**src/rtl/ser_pkg.sv**
```systemverilog
package ser_pkg;
  typedef enum logic [1:0] {
    MODE_MST = 2'b00,
    MODE_SLV = 2'b01,
    MODE_A7  = 2'b10,
    MODE_A8  = 2'b11
  } ser_mode_e;

  localparam int unsigned NPADS    = 4;
  localparam int unsigned PAD_SIN  = 0;
  localparam int unsigned PAD_SOUT = 1;
  localparam int unsigned PAD_SCLK = 2;
  localparam int unsigned PAD_RDY  = 3;
endpackage

```
**src/rtl/ser_sync2.sv**
```systemverilog
module ser_sync2 #(
  parameter int unsigned W = 1,
  parameter logic [W-1:0] RST_VAL = '1
) (
  input  logic         clk_i,
  input  logic         rst_ni,
  input  logic [W-1:0] d_i,
  output logic [W-1:0] q_o
);
  logic [W-1:0] s1_q, s2_q;

  always_ff @(posedge clk_i or negedge rst_ni) begin
    if (!rst_ni) begin
      s1_q <= RST_VAL;
      s2_q <= RST_VAL;
    end else begin
      s1_q <= d_i;
      s2_q <= s1_q;
    end
  end

  assign q_o = s2_q;
endmodule

```
**src/rtl/ser_sync_eng.sv**
```systemverilog
// Clocked shift engine shared by master and slave: edge events come from the
// local divider (master) or from the synchronized pad clock (slave).
module ser_sync_eng #(
  parameter int unsigned DIV_W  = 8,
  parameter int unsigned DATA_W = 8
) (
  input  logic              clk_i,
  input  logic              rst_ni,
  input  logic              en_i,
  input  logic              master_i,
  input  logic              start_i,
  input  logic [DATA_W-1:0] data_i,
  input  logic [DIV_W-1:0]  div_i,
  input  logic              sclk_i,
  input  logic              sin_i,
  output logic              sout_o,
  output logic              sclk_o,
  output logic              rdy_o,
  output logic              busy_o,
  output logic              done_o,
  output logic [DATA_W-1:0] rx_o
);
  localparam int unsigned NEDGE = 2 * DATA_W;
  localparam int unsigned EW    = $clog2(NEDGE);
  localparam logic [EW-1:0] LAST_EDGE = EW'(NEDGE - 1);

  logic              active_q, armed_q, sclk_q, ext_d_q, done_q;
  logic [DIV_W-1:0]  cnt_q;
  logic [EW-1:0]     edge_q;
  logic [DATA_W-1:0] tx_q, rx_q;
  logic              tick, fall_ev, rise_ev;

  assign tick    = master_i && active_q && (cnt_q == div_i);
  assign fall_ev = master_i ? (tick && sclk_q)
                            : (ext_d_q && !sclk_i && (armed_q || active_q));
  assign rise_ev = master_i ? (tick && !sclk_q)
                            : (!ext_d_q && sclk_i && active_q);

  always_ff @(posedge clk_i or negedge rst_ni) begin
    if (!rst_ni) begin
      active_q <= 1'b0;
      armed_q  <= 1'b0;
      sclk_q   <= 1'b1;
      ext_d_q  <= 1'b1;
      done_q   <= 1'b0;
      cnt_q    <= '0;
      edge_q   <= '0;
      tx_q     <= '0;
      rx_q     <= '0;
    end else begin
      done_q  <= 1'b0;
      ext_d_q <= sclk_i;
      if (!en_i) begin
        active_q <= 1'b0;
        armed_q  <= 1'b0;
        sclk_q   <= 1'b1;
      end else if (start_i && !active_q && !armed_q) begin
        tx_q     <= data_i;
        edge_q   <= '0;
        cnt_q    <= '0;
        sclk_q   <= 1'b1;
        active_q <= master_i;
        armed_q  <= !master_i;
      end else begin
        if (master_i && active_q) cnt_q <= tick ? '0 : cnt_q + 1'b1;
        if (tick) sclk_q <= !sclk_q;
        if (fall_ev) begin
          armed_q  <= 1'b0;
          active_q <= 1'b1;
          if (edge_q != '0) tx_q <= tx_q >> 1;
          edge_q <= edge_q + 1'b1;
        end
        if (rise_ev) begin
          rx_q   <= {sin_i, rx_q[DATA_W-1:1]};
          edge_q <= edge_q + 1'b1;
          if (edge_q == LAST_EDGE) begin
            active_q <= 1'b0;
            done_q   <= 1'b1;
          end
        end
      end
    end
  end

  assign sout_o = (active_q || armed_q) ? tx_q[0] : 1'b1;
  assign sclk_o = sclk_q;
  assign rdy_o  = armed_q;
  assign busy_o = active_q || armed_q;
  assign done_o = done_q;
  assign rx_o   = rx_q;
endmodule

```
**src/rtl/ser_async_tx.sv**
```systemverilog
module ser_async_tx #(
  parameter int unsigned DIV_W  = 8,
  parameter int unsigned DATA_W = 8
) (
  input  logic              clk_i,
  input  logic              rst_ni,
  input  logic              en_i,
  input  logic              bits8_i,
  input  logic              start_i,
  input  logic [DATA_W-1:0] data_i,
  input  logic [DIV_W-1:0]  div_i,
  output logic              sout_o,
  output logic              busy_o,
  output logic              done_o
);
  localparam int unsigned FW = DATA_W + 2;
  localparam int unsigned BW = $clog2(FW);
  localparam logic [BW-1:0] LAST8 = BW'(FW - 1);
  localparam logic [BW-1:0] LAST7 = BW'(FW - 2);

  logic             active_q, done_q;
  logic [FW-1:0]    sh_q;
  logic [BW-1:0]    bit_q;
  logic [DIV_W-1:0] cnt_q;
  logic             tick;
  logic [BW-1:0]    last_bit;

  assign tick     = active_q && (cnt_q == div_i);
  assign last_bit = bits8_i ? LAST8 : LAST7;

  always_ff @(posedge clk_i or negedge rst_ni) begin
    if (!rst_ni) begin
      active_q <= 1'b0;
      done_q   <= 1'b0;
      sh_q     <= '1;
      bit_q    <= '0;
      cnt_q    <= '0;
    end else begin
      done_q <= 1'b0;
      if (!en_i) begin
        active_q <= 1'b0;
      end else if (start_i && !active_q) begin
        active_q <= 1'b1;
        bit_q    <= '0;
        cnt_q    <= '0;
        // stop bit sits above the data; in 7-bit frames an idle 1 pads the top
        sh_q <= bits8_i ? {1'b1, data_i, 1'b0}
                        : {2'b11, data_i[DATA_W-2:0], 1'b0};
      end else if (active_q) begin
        cnt_q <= tick ? '0 : cnt_q + 1'b1;
        if (tick) begin
          if (bit_q == last_bit) begin
            active_q <= 1'b0;
            done_q   <= 1'b1;
          end else begin
            sh_q  <= {1'b1, sh_q[FW-1:1]};
            bit_q <= bit_q + 1'b1;
          end
        end
      end
    end
  end

  assign sout_o = active_q ? sh_q[0] : 1'b1;
  assign busy_o = active_q;
  assign done_o = done_q;
endmodule

```
**src/rtl/ser_async_rx.sv**
```systemverilog
module ser_async_rx #(
  parameter int unsigned DIV_W  = 8,
  parameter int unsigned DATA_W = 8
) (
  input  logic              clk_i,
  input  logic              rst_ni,
  input  logic              en_i,
  input  logic              bits8_i,
  input  logic              sin_i,
  input  logic [DIV_W-1:0]  div_i,
  output logic [DATA_W-1:0] data_o,
  output logic              done_o,
  output logic              ferr_o,
  output logic              busy_o
);
  localparam int unsigned BW = $clog2(DATA_W);
  localparam logic [BW-1:0] LAST8 = BW'(DATA_W - 1);
  localparam logic [BW-1:0] LAST7 = BW'(DATA_W - 2);

  typedef enum logic [1:0] {RX_IDLE, RX_START, RX_DATA, RX_STOP} rx_st_e;

  rx_st_e            st_q;
  logic [DIV_W-1:0]  cnt_q;
  logic [BW-1:0]     bit_q;
  logic [DATA_W-1:0] sh_q, data_q;
  logic              done_q, ferr_q;
  logic              full_bit;

  assign full_bit = (cnt_q == div_i);

  always_ff @(posedge clk_i or negedge rst_ni) begin
    if (!rst_ni) begin
      st_q   <= RX_IDLE;
      cnt_q  <= '0;
      bit_q  <= '0;
      sh_q   <= '0;
      data_q <= '0;
      done_q <= 1'b0;
      ferr_q <= 1'b0;
    end else begin
      done_q <= 1'b0;
      ferr_q <= 1'b0;
      cnt_q  <= cnt_q + 1'b1;
      if (!en_i) begin
        st_q <= RX_IDLE;
      end else begin
        unique case (st_q)
          RX_IDLE: begin
            cnt_q <= '0;
            if (!sin_i) st_q <= RX_START;
          end
          RX_START: if (cnt_q == (div_i >> 1)) begin
            cnt_q <= '0;
            bit_q <= '0;
            st_q  <= sin_i ? RX_IDLE : RX_DATA;  // start must still be low
          end
          RX_DATA: if (full_bit) begin
            cnt_q <= '0;
            sh_q  <= {sin_i, sh_q[DATA_W-1:1]};
            bit_q <= bit_q + 1'b1;
            if (bit_q == (bits8_i ? LAST8 : LAST7)) st_q <= RX_STOP;
          end
          RX_STOP: if (full_bit) begin
            done_q <= 1'b1;
            ferr_q <= !sin_i;
            data_q <= bits8_i ? sh_q : {1'b0, sh_q[DATA_W-1:1]};
            st_q   <= RX_IDLE;
          end
          default: st_q <= RX_IDLE;
        endcase
      end
    end
  end

  assign data_o = data_q;
  assign done_o = done_q;
  assign ferr_o = ferr_q;
  assign busy_o = (st_q != RX_IDLE);
endmodule

```
**src/rtl/ser_pin_mux.sv**
```systemverilog
module ser_pin_mux
  import ser_pkg::*;
(
  input  ser_mode_e        mode_i,
  input  logic             sout_i,
  input  logic             sclk_i,
  input  logic             rdy_i,
  input  logic [1:0]       gpio_out_i,
  input  logic [1:0]       gpio_oe_i,
  output logic [NPADS-1:0] pad_o,
  output logic [NPADS-1:0] pad_oe_o
);
  always_comb begin
    pad_o              = '0;
    pad_oe_o           = '0;
    pad_o[PAD_SOUT]    = sout_i;
    pad_oe_o[PAD_SOUT] = 1'b1;
    pad_o[PAD_SCLK]    = gpio_out_i[0];
    pad_oe_o[PAD_SCLK] = gpio_oe_i[0];
    pad_o[PAD_RDY]     = gpio_out_i[1];
    pad_oe_o[PAD_RDY]  = gpio_oe_i[1];
    unique case (mode_i)
      MODE_MST: begin
        pad_o[PAD_SCLK]    = sclk_i;
        pad_oe_o[PAD_SCLK] = 1'b1;
      end
      MODE_SLV: begin
        pad_o[PAD_SCLK]    = 1'b0;
        pad_oe_o[PAD_SCLK] = 1'b0;
        pad_o[PAD_RDY]     = rdy_i;
        pad_oe_o[PAD_RDY]  = 1'b1;
      end
      default: ;
    endcase
  end
endmodule

```
**src/rtl/ser_mux_xcvr.sv**
```systemverilog
module ser_mux_xcvr
  import ser_pkg::*;
#(
  parameter int unsigned DIV_W  = 8,
  parameter int unsigned DATA_W = 8
) (
  input  logic              clk_i,
  input  logic              rst_ni,
  input  logic              mode_wr_i,
  input  logic [1:0]        mode_i,
  input  logic [DIV_W-1:0]  div_i,
  input  logic              tx_start_i,
  input  logic [DATA_W-1:0] tx_data_i,
  input  logic              sin_i,
  input  logic              sclk_i,
  input  logic [1:0]        gpio_out_i,
  input  logic [1:0]        gpio_oe_i,
  output logic [3:0]        pad_o,
  output logic [3:0]        pad_oe_o,
  output logic [DATA_W-1:0] rx_data_o,
  output logic              rx_done_o,
  output logic              tx_done_o,
  output logic              frame_err_o,
  output logic              busy_o,
  output logic [1:0]        mode_o
);
  ser_mode_e         mode_q;
  logic              is_async, is_mst, bits8;
  logic              sin_s, sclk_s;
  logic              s_sout, s_sclk, s_rdy, s_busy, s_done;
  logic [DATA_W-1:0] s_rx, a_rx;
  logic              t_sout, t_busy, t_done;
  logic              r_done, r_ferr, r_busy;
  logic              sout;

  assign is_async = mode_q[1];
  assign is_mst   = (mode_q == MODE_MST);
  assign bits8    = (mode_q == MODE_A8);
  assign busy_o   = s_busy || t_busy || r_busy;

  always_ff @(posedge clk_i or negedge rst_ni) begin
    if (!rst_ni)                   mode_q <= MODE_MST;
    else if (mode_wr_i && !busy_o) mode_q <= ser_mode_e'(mode_i);
  end

  ser_sync2 #(.W(2), .RST_VAL(2'b11)) u_sync (
    .clk_i, .rst_ni, .d_i({sclk_i, sin_i}), .q_o({sclk_s, sin_s})
  );

  ser_sync_eng #(.DIV_W(DIV_W), .DATA_W(DATA_W)) u_sync_eng (
    .clk_i, .rst_ni,
    .en_i(!is_async), .master_i(is_mst), .start_i(tx_start_i && !is_async),
    .data_i(tx_data_i), .div_i, .sclk_i(sclk_s), .sin_i(sin_s),
    .sout_o(s_sout), .sclk_o(s_sclk), .rdy_o(s_rdy), .busy_o(s_busy),
    .done_o(s_done), .rx_o(s_rx)
  );

  ser_async_tx #(.DIV_W(DIV_W), .DATA_W(DATA_W)) u_atx (
    .clk_i, .rst_ni,
    .en_i(is_async), .bits8_i(bits8), .start_i(tx_start_i && is_async),
    .data_i(tx_data_i), .div_i,
    .sout_o(t_sout), .busy_o(t_busy), .done_o(t_done)
  );

  ser_async_rx #(.DIV_W(DIV_W), .DATA_W(DATA_W)) u_arx (
    .clk_i, .rst_ni,
    .en_i(is_async), .bits8_i(bits8), .sin_i(sin_s), .div_i,
    .data_o(a_rx), .done_o(r_done), .ferr_o(r_ferr), .busy_o(r_busy)
  );

  assign sout = is_async ? t_sout : s_sout;

  ser_pin_mux u_mux (
    .mode_i(mode_q), .sout_i(sout), .sclk_i(s_sclk), .rdy_i(s_rdy),
    .gpio_out_i, .gpio_oe_i, .pad_o, .pad_oe_o
  );

  assign rx_data_o   = is_async ? a_rx : s_rx;
  assign rx_done_o   = s_done || r_done;
  assign tx_done_o   = s_done || t_done;
  assign frame_err_o = r_ferr;
  assign mode_o      = mode_q;
endmodule

```
**config.mk**
```make
export PLATFORM = sky130hd
export DESIGN_NAME = ser_mux_xcvr
export DESIGN_NICKNAME = d
export VERILOG_FILES = /design/src/rtl/ser_pkg.sv /design/src/rtl/ser_sync2.sv /design/src/rtl/ser_sync_eng.sv /design/src/rtl/ser_async_tx.sv /design/src/rtl/ser_async_rx.sv /design/src/rtl/ser_pin_mux.sv /design/src/rtl/ser_mux_xcvr.sv
export SDC_FILE = /design/constraint.sdc
export NUM_CORES = 1
export LEC_CHECK = 0
export CAP_MARGIN = 0
export CORE_MARGIN = 2
export CORE_UTILIZATION = 55
export DETAILED_ROUTE_END_ITERATION = 12
export DONT_BUFFER_PORTS = 1
export MAX_ROUTING_LAYER = met4
export PLACE_DENSITY = 0.67
export SYNTH_ARGS = -nofsm -noshare
export SYNTH_HDL_FRONTEND = slang
export SYNTH_SLANG_ARGS = --single-unit
```
**constraint.sdc**
```tcl
create_clock -name clk_i -period 6.3 [get_ports clk_i]
set_clock_uncertainty 0.2 [all_clocks]
set_input_delay 0.63 -clock clk_i [delete_from_list [all_inputs] [get_ports clk_i]]
set_output_delay 0.63 -clock clk_i [all_outputs]
set_load 0.1 [all_outputs]
```
Word-level counts from Yosys, hierarchy flattened
Cells that the tools add are included.
{"block": "op_classes", "shifts": 0, "n_reduce_logical": 53, "eq_ne": 20, "n_mul": 0, "n_div": 0, "n_addsub": 6, "muxes": 80, "order_cmp": 0, "bitwise_logic": 2}
{"operator": "2-to-1 mux 8 bit", "n": 14}
{"operator": "2-to-1 mux 1 bit", "n": 40}
{"operator": "2-to-1 mux 10 bit", "n": 4}
{"operator": "2-to-1 mux 4 bit", "n": 7}
{"operator": "adder 8 x 1 -> 8 bit, second input constant", "n": 3}
{"operator": "== test 8 bit", "n": 3}
{"operator": "case mux 8 bit (3 select lines)", "n": 1}
{"operator": "logical AND 1 bit", "n": 15}
{"operator": "2-to-1 mux 2 bit", "n": 7}
{"operator": "nonzero test 2 bit", "n": 7}
{"operator": "inequality test 3 x 2 -> 1 bit, second input constant", "n": 4}
{"operator": "AND reduction 3 bit", "n": 4}
{"operator": "logical NOT 1 bit", "n": 10}
{"operator": "2-to-1 mux 9 bit", "n": 1}
{"operator": "nonzero test 3 bit", "n": 3}
{"operator": "adder 4 x 1 -> 4 bit, second input constant", "n": 2}
{"operator": "== test 8 x 7 -> 1 bit", "n": 1}
{"operator": "case mux 2 bit (4 select lines)", "n": 1}
{"operator": "AND reduction 4 bit", "n": 2}
{"operator": "== test 2 bit, second input constant", "n": 3}
{"operator": "2-to-1 mux 3 bit", "n": 2}
{"operator": "inequality test 2 x 1 -> 1 bit, second input constant", "n": 3}
{"operator": "case mux 3 bit (2 select lines)", "n": 1}
{"operator": "AND reduction 2 bit", "n": 3}
{"operator": "12 further kinds", "n": 20}
{"block": "word_totals", "ff_bits": 94, "mem_count": 0, "output_inout_bits": 22, "mem_bits_ro": 0, "ram_bits": 0, "latch_bits": 0, "inputBits": 28}

Logic depth before layout (Yosys ltp)
{"block": "depth", "word_depth": 10, "ltp_mapped": 9, "depth_no_buf": 8}

Hierarchy
From an unflattened synthesis, not the netlist that was laid out.
{"block": "unflattened", "hier_cells": 496, "hier_area_um2": 5153.7}
{"mod": "ser_sync_eng", "n_inst": 1, "cells_each": 179, "area_per_inst_um2": 1783.0, "seq_area_each_um2": 828.3}
{"mod": "ser_async_rx", "n_inst": 1, "cells_each": 148, "area_per_inst_um2": 1642.8, "seq_area_each_um2": 775.7}
{"mod": "ser_async_tx", "n_inst": 1, "cells_each": 129, "area_per_inst_um2": 1275.0, "seq_area_each_um2": 586.8}
{"mod": "ser_mux_xcvr", "n_inst": 1, "cells_each": 24, "area_per_inst_um2": 260.2, "seq_area_each_um2": 50.0}
{"mod": "ser_sync2", "n_inst": 1, "cells_each": 4, "area_per_inst_um2": 105.1, "seq_area_each_um2": 105.1}
{"mod": "ser_pin_mux", "n_inst": 1, "cells_each": 12, "area_per_inst_um2": 87.6, "seq_area_each_um2": 0.0}

Least setup slack after synthesis
Ideal clock, no wire load.
{"block": "synth_path", "path_kind": "reg-to-output", "from": "register mode_q[0] (netlist: mode_o[0])", "to": "output pad_o[2]", "stages_incl_launch_ff": 4, "arrival_time_ns": 1.967, "n_path_buf": 1, "required_time_ns": 5.470, "setup_slack_ns": 3.503, "path_cell_list": "dfrtp_1 -> buf_6 -> nor2_4 -> a22o_1"}
{"block": "synth_via", "elab_chain_len": 2}
{"item": "start: declaration", "line": "ser_mux_xcvr.sv:27", "text": "ser_mode_e mode_q;"}
{"item": "start signal: assignment", "line": "ser_mux_xcvr.sv:43", "text": "else if (mode_wr_i && !busy_o) mode_q <= ser_mode_e'(mode_i);"}
{"item": "== test 2 x 1 -> 1 bit or logical NOT 2 bit (tied branches)", "line": "ser_pin_mux.sv:22", "text": "unique case (mode_i)"}
{"item": "case mux 1 bit (2 select lines) *", "line": "ser_pin_mux.sv:22"}
{"item": "end: declaration", "line": "ser_mux_xcvr.sv:18", "text": "output logic [3:0] pad_o,"}
Every way passes the cells marked *; elsewhere a longest branch is shown, timed or not.

Final worst setup path
{"block": "layout_path", "from": "register mode_q[1] (netlist: mode_o[1])", "to": "output pad_oe_o[3]"}
{"block": "layout_via", "elab_chain_len": 2}
{"item": "== test 2 x 1 -> 1 bit", "line": "ser_pin_mux.sv:22"}
{"item": "2-to-1 mux 1 bit", "line": "ser_pin_mux.sv:22"}
{"item": "end: declaration", "line": "ser_mux_xcvr.sv:19", "text": "output logic [3:0] pad_oe_o,"}
Every way passes these cells.

==> qor.yml <==
sta:
  worst_hold_slack_ns: 0.0572
  timing.fmax_mhz: 272
  finalCritPeriodShare: 0.583
  maxSlewViolCount: 0
  max_slew_margin: 0.241
  setup_viol: 0
  hold_viol: 0
  setup-tns-final_ns: 0
  fin_crit_ns: 3.68
  rsz0062_at_grt: "no"
  worst_slew_pin_slew_ns: 1.14
yosys:
  ys_seq_area_frac: 0.477
  yosys.area.top_type: "dfrtp_1"
  synth_xor_area_frac: 0.0909
  ys_top_cells_by_area: "dfrtp_1 40%, dfstp_2 8.0%, xnor2_1 7.3%"
  synth-edff-count: 0
  synth_simple_gate_area_share: 0.158
  synth_top_family_by_area: "simple AND/OR/NAND/NOR gates"
  yosysMostFrequentCell: "dfrtp_1"
  synthMuxAreaShare: 0.101
  synth_compound_area_frac: 0.100
  synth_cells: 475
  synth.cell_area_sq_um: 4910
  synth-seq-cells: 93
  yosysUniqueCellTypes: 61
  synth-async-reset-ratio: 1.00
  yosys.area_share.adder: 0.0305
  synth_area_per_cell_sq_um: 10.3
  yosys_warnings: 0
  ys.flop_type: "dfrtp_1"
  synth_common_cells: "78 x dfrtp_1, 47 x nand2_1, 47 x nor2_1, 41 x xnor2_1, 25 x mux2_2"
  synth_top_area_share: 0.397
setup_path:
  crit_fanout: 35
  critPathLaunchType: "flop"
  worst_ep_required_time_ns: 5.47
  worst-setup-path-type: "flop to output port"
  worstPathArrival_ns: 2.85
  critPathCaptureType: "output port"
clock_network:
  cts-root-buf: "clkbuf_8"
  cts.path.max_buffers: 2
  path_clk_slew_ns: 0.09
  htreeDepth: 3
  clock_latency_ns: 0.37
  cts.sinks: 93
  cts_buffers: 9
  post-cts-setup-buffer-count: 0
  cts_tree: "built"
job:
  maxCapViolations: 0
cells_and_area:
  fin_nets: 504
  drive_above_1_share: 0.162
  area_growth_pct: 4.91
  fillCellCount: 776
  seq_area_sq_um: 2350
  multiInputGateArea_sq_um: 2370
grt:
  grt_pass1_vias: 3221
  grt_use_total: 0.218
  grt_antenna_before_repair: 1
  overflow: 0
  grt_first_pass_wirelength_um: 16200
  grt_max_degree: 94
die:
  rows: 34
  ios: 50
  start_util: 0.566
  core_area_sq_um: 8680
  die_y_um: 98.5
  chipWidth_um: 98.5
  dieArea_sq_um: 9710
detailed_routing:
  drc: 0
  initialDrtViolationCount: 128
  drtPass1Iterations: 4
  ant_nets: 0
  num_vias: 3292
  avgRoutedWirePerCell_um: 16.7
  drt-total-wl_um: 9640
  via_per_inst: 5.70
worst_hold_path:
  worstHoldPathType: "primary input to flop"
placement:
  hpwl_um: 6830
  place_congestion: 0.809
  port_buffers: 0
pwr:
  power_leakage_uw: 0.00233
  powerDensity_nw_per_um2: 401
  power.ir.vdd_worst_v: 0.000222
run_status:
  status: "completed"
[final timing paths]
| kind | from | endpoint | slack, ns | depth (start not counted) |
|---|---|---|---|---|
| worst min register to register | u_sync.s1_q[1] | u_sync.q_o[1] | 0.16 | 0 |
| worst max-delay path | mode_o[1] | pad_oe_o[3] | 2.62 | 3 |
| min in group asynchronous | rst_ni | u_sync_eng.cnt_q[3] | 0.63 | 2 |
| max in group asynchronous | rst_ni | u_sync.s1_q[0] | 4.85 | 2 |
| worst min-delay path | sclk_i | u_sync.s1_q[1] | 0.06 | 0 |
| worst max register to register | mode_o[1] | u_atx.cnt_q[6] | 3.04 | 5 |
[placed cells by master (no fill, tap or decap), drive strengths merged, types with 6 or more instances in the layout]
master  synthesis  routed
dfrtp          78      78
nand2          49      49
nor2           48      48
xnor2          41      41
mux2           27      27
o21ai          23      23
nand3          19      19
mux2i          19      19
dfstp          15      15
inv            12      14
a21oi          12      12
ha             12      12
xor2           10      10
nor3           10      10
clkbuf          9      10
o22ai           7       7
nand4           6       6
[state kept, by name, indices dropped and copies added (netlist names), 4 cells and up]
signal / count
u_atx.cnt_q: 8
u_arx.cnt_q: 8
u_sync_eng.rx_o: 8
u_sync_eng.edge_q: 4
u_atx.sh_q: 9
u_sync_eng.cnt_q: 8
u_arx.sh_q: 8
u_arx.data_o: 8
u_atx.bit_q: 4
u_sync_eng.tx_q: 8
[final cells by class]
class,instances,area share
multi-input combinational,344,0.460
inverter,13,0.00946
clock buffer,10,0.0267
clock inverter,6,0.0136
tap,108,0.0262
sequential,93,0.455
antenna,1,0.000485
timing repair buffer,3,0.00874
[stage by stage]
stage / instance area, sq um / setup slack, ns / cells / total power, uW / util
finish: 5160 / 2.62 / 578 / 2070 / 0.594
global route: 5160 / 2.47 / 578 / 2190 / 0.594
CTS: 5150 / 2.59 / 577 / 2090 / 0.594
detailed placement: 4910 / 3.00 / 559 / 1650 / 0.566
global placement: 4910 / 3.04 / 559 / 1630 / 0.566
floorplan: 4920 / 3.50 / 476 / 1550 / -
[metal layers]
layer  wire length (um)  GRT usage  vias up
li1                   -          -     1611
met1               4400      0.291     1611
met2               4630      0.329       57
met3                460     0.0404       13
met4                155     0.0927        0
met5                  0          -        -
[cell families (layout without fill, tap and decap cells)]
group | Yosys count | after routing
XOR/XNOR | 51 | 51
multiplexers | 46 | 46
buffers and inverters | 39 | 32
AO/OA/AOI/OAI | 71 | 71
flip-flops | 93 | 93
AND/OR/NAND/NOR | 161 | 161
other | 2 | 4
adder cells (fa/ha/maj) | 12 | 12
[worst max-delay path: stages (launching register included)]
cell	delay, ns
dfrtp_2	1.13
clkinv_1	0.54
nand2_1	0.22
nand2b_1	0.59
[report_power, final]
group / switching, uW / internal (uW) / leakage [uW]
Combinational: 536 / 230 / 0.00101
Clock: 219 / 198 / 0.000107
Sequential: 165 / 720 / 0.00122
[timing repair]
item                                    in CTS  in global routing
gates resized for setup                      0                  0
hold endpoints to repair                    93                  0
hold buffers                                 2                  0
endpoints found under the setup margin       0                  0
No activity file was read; power rests on OpenSTA's default activity.
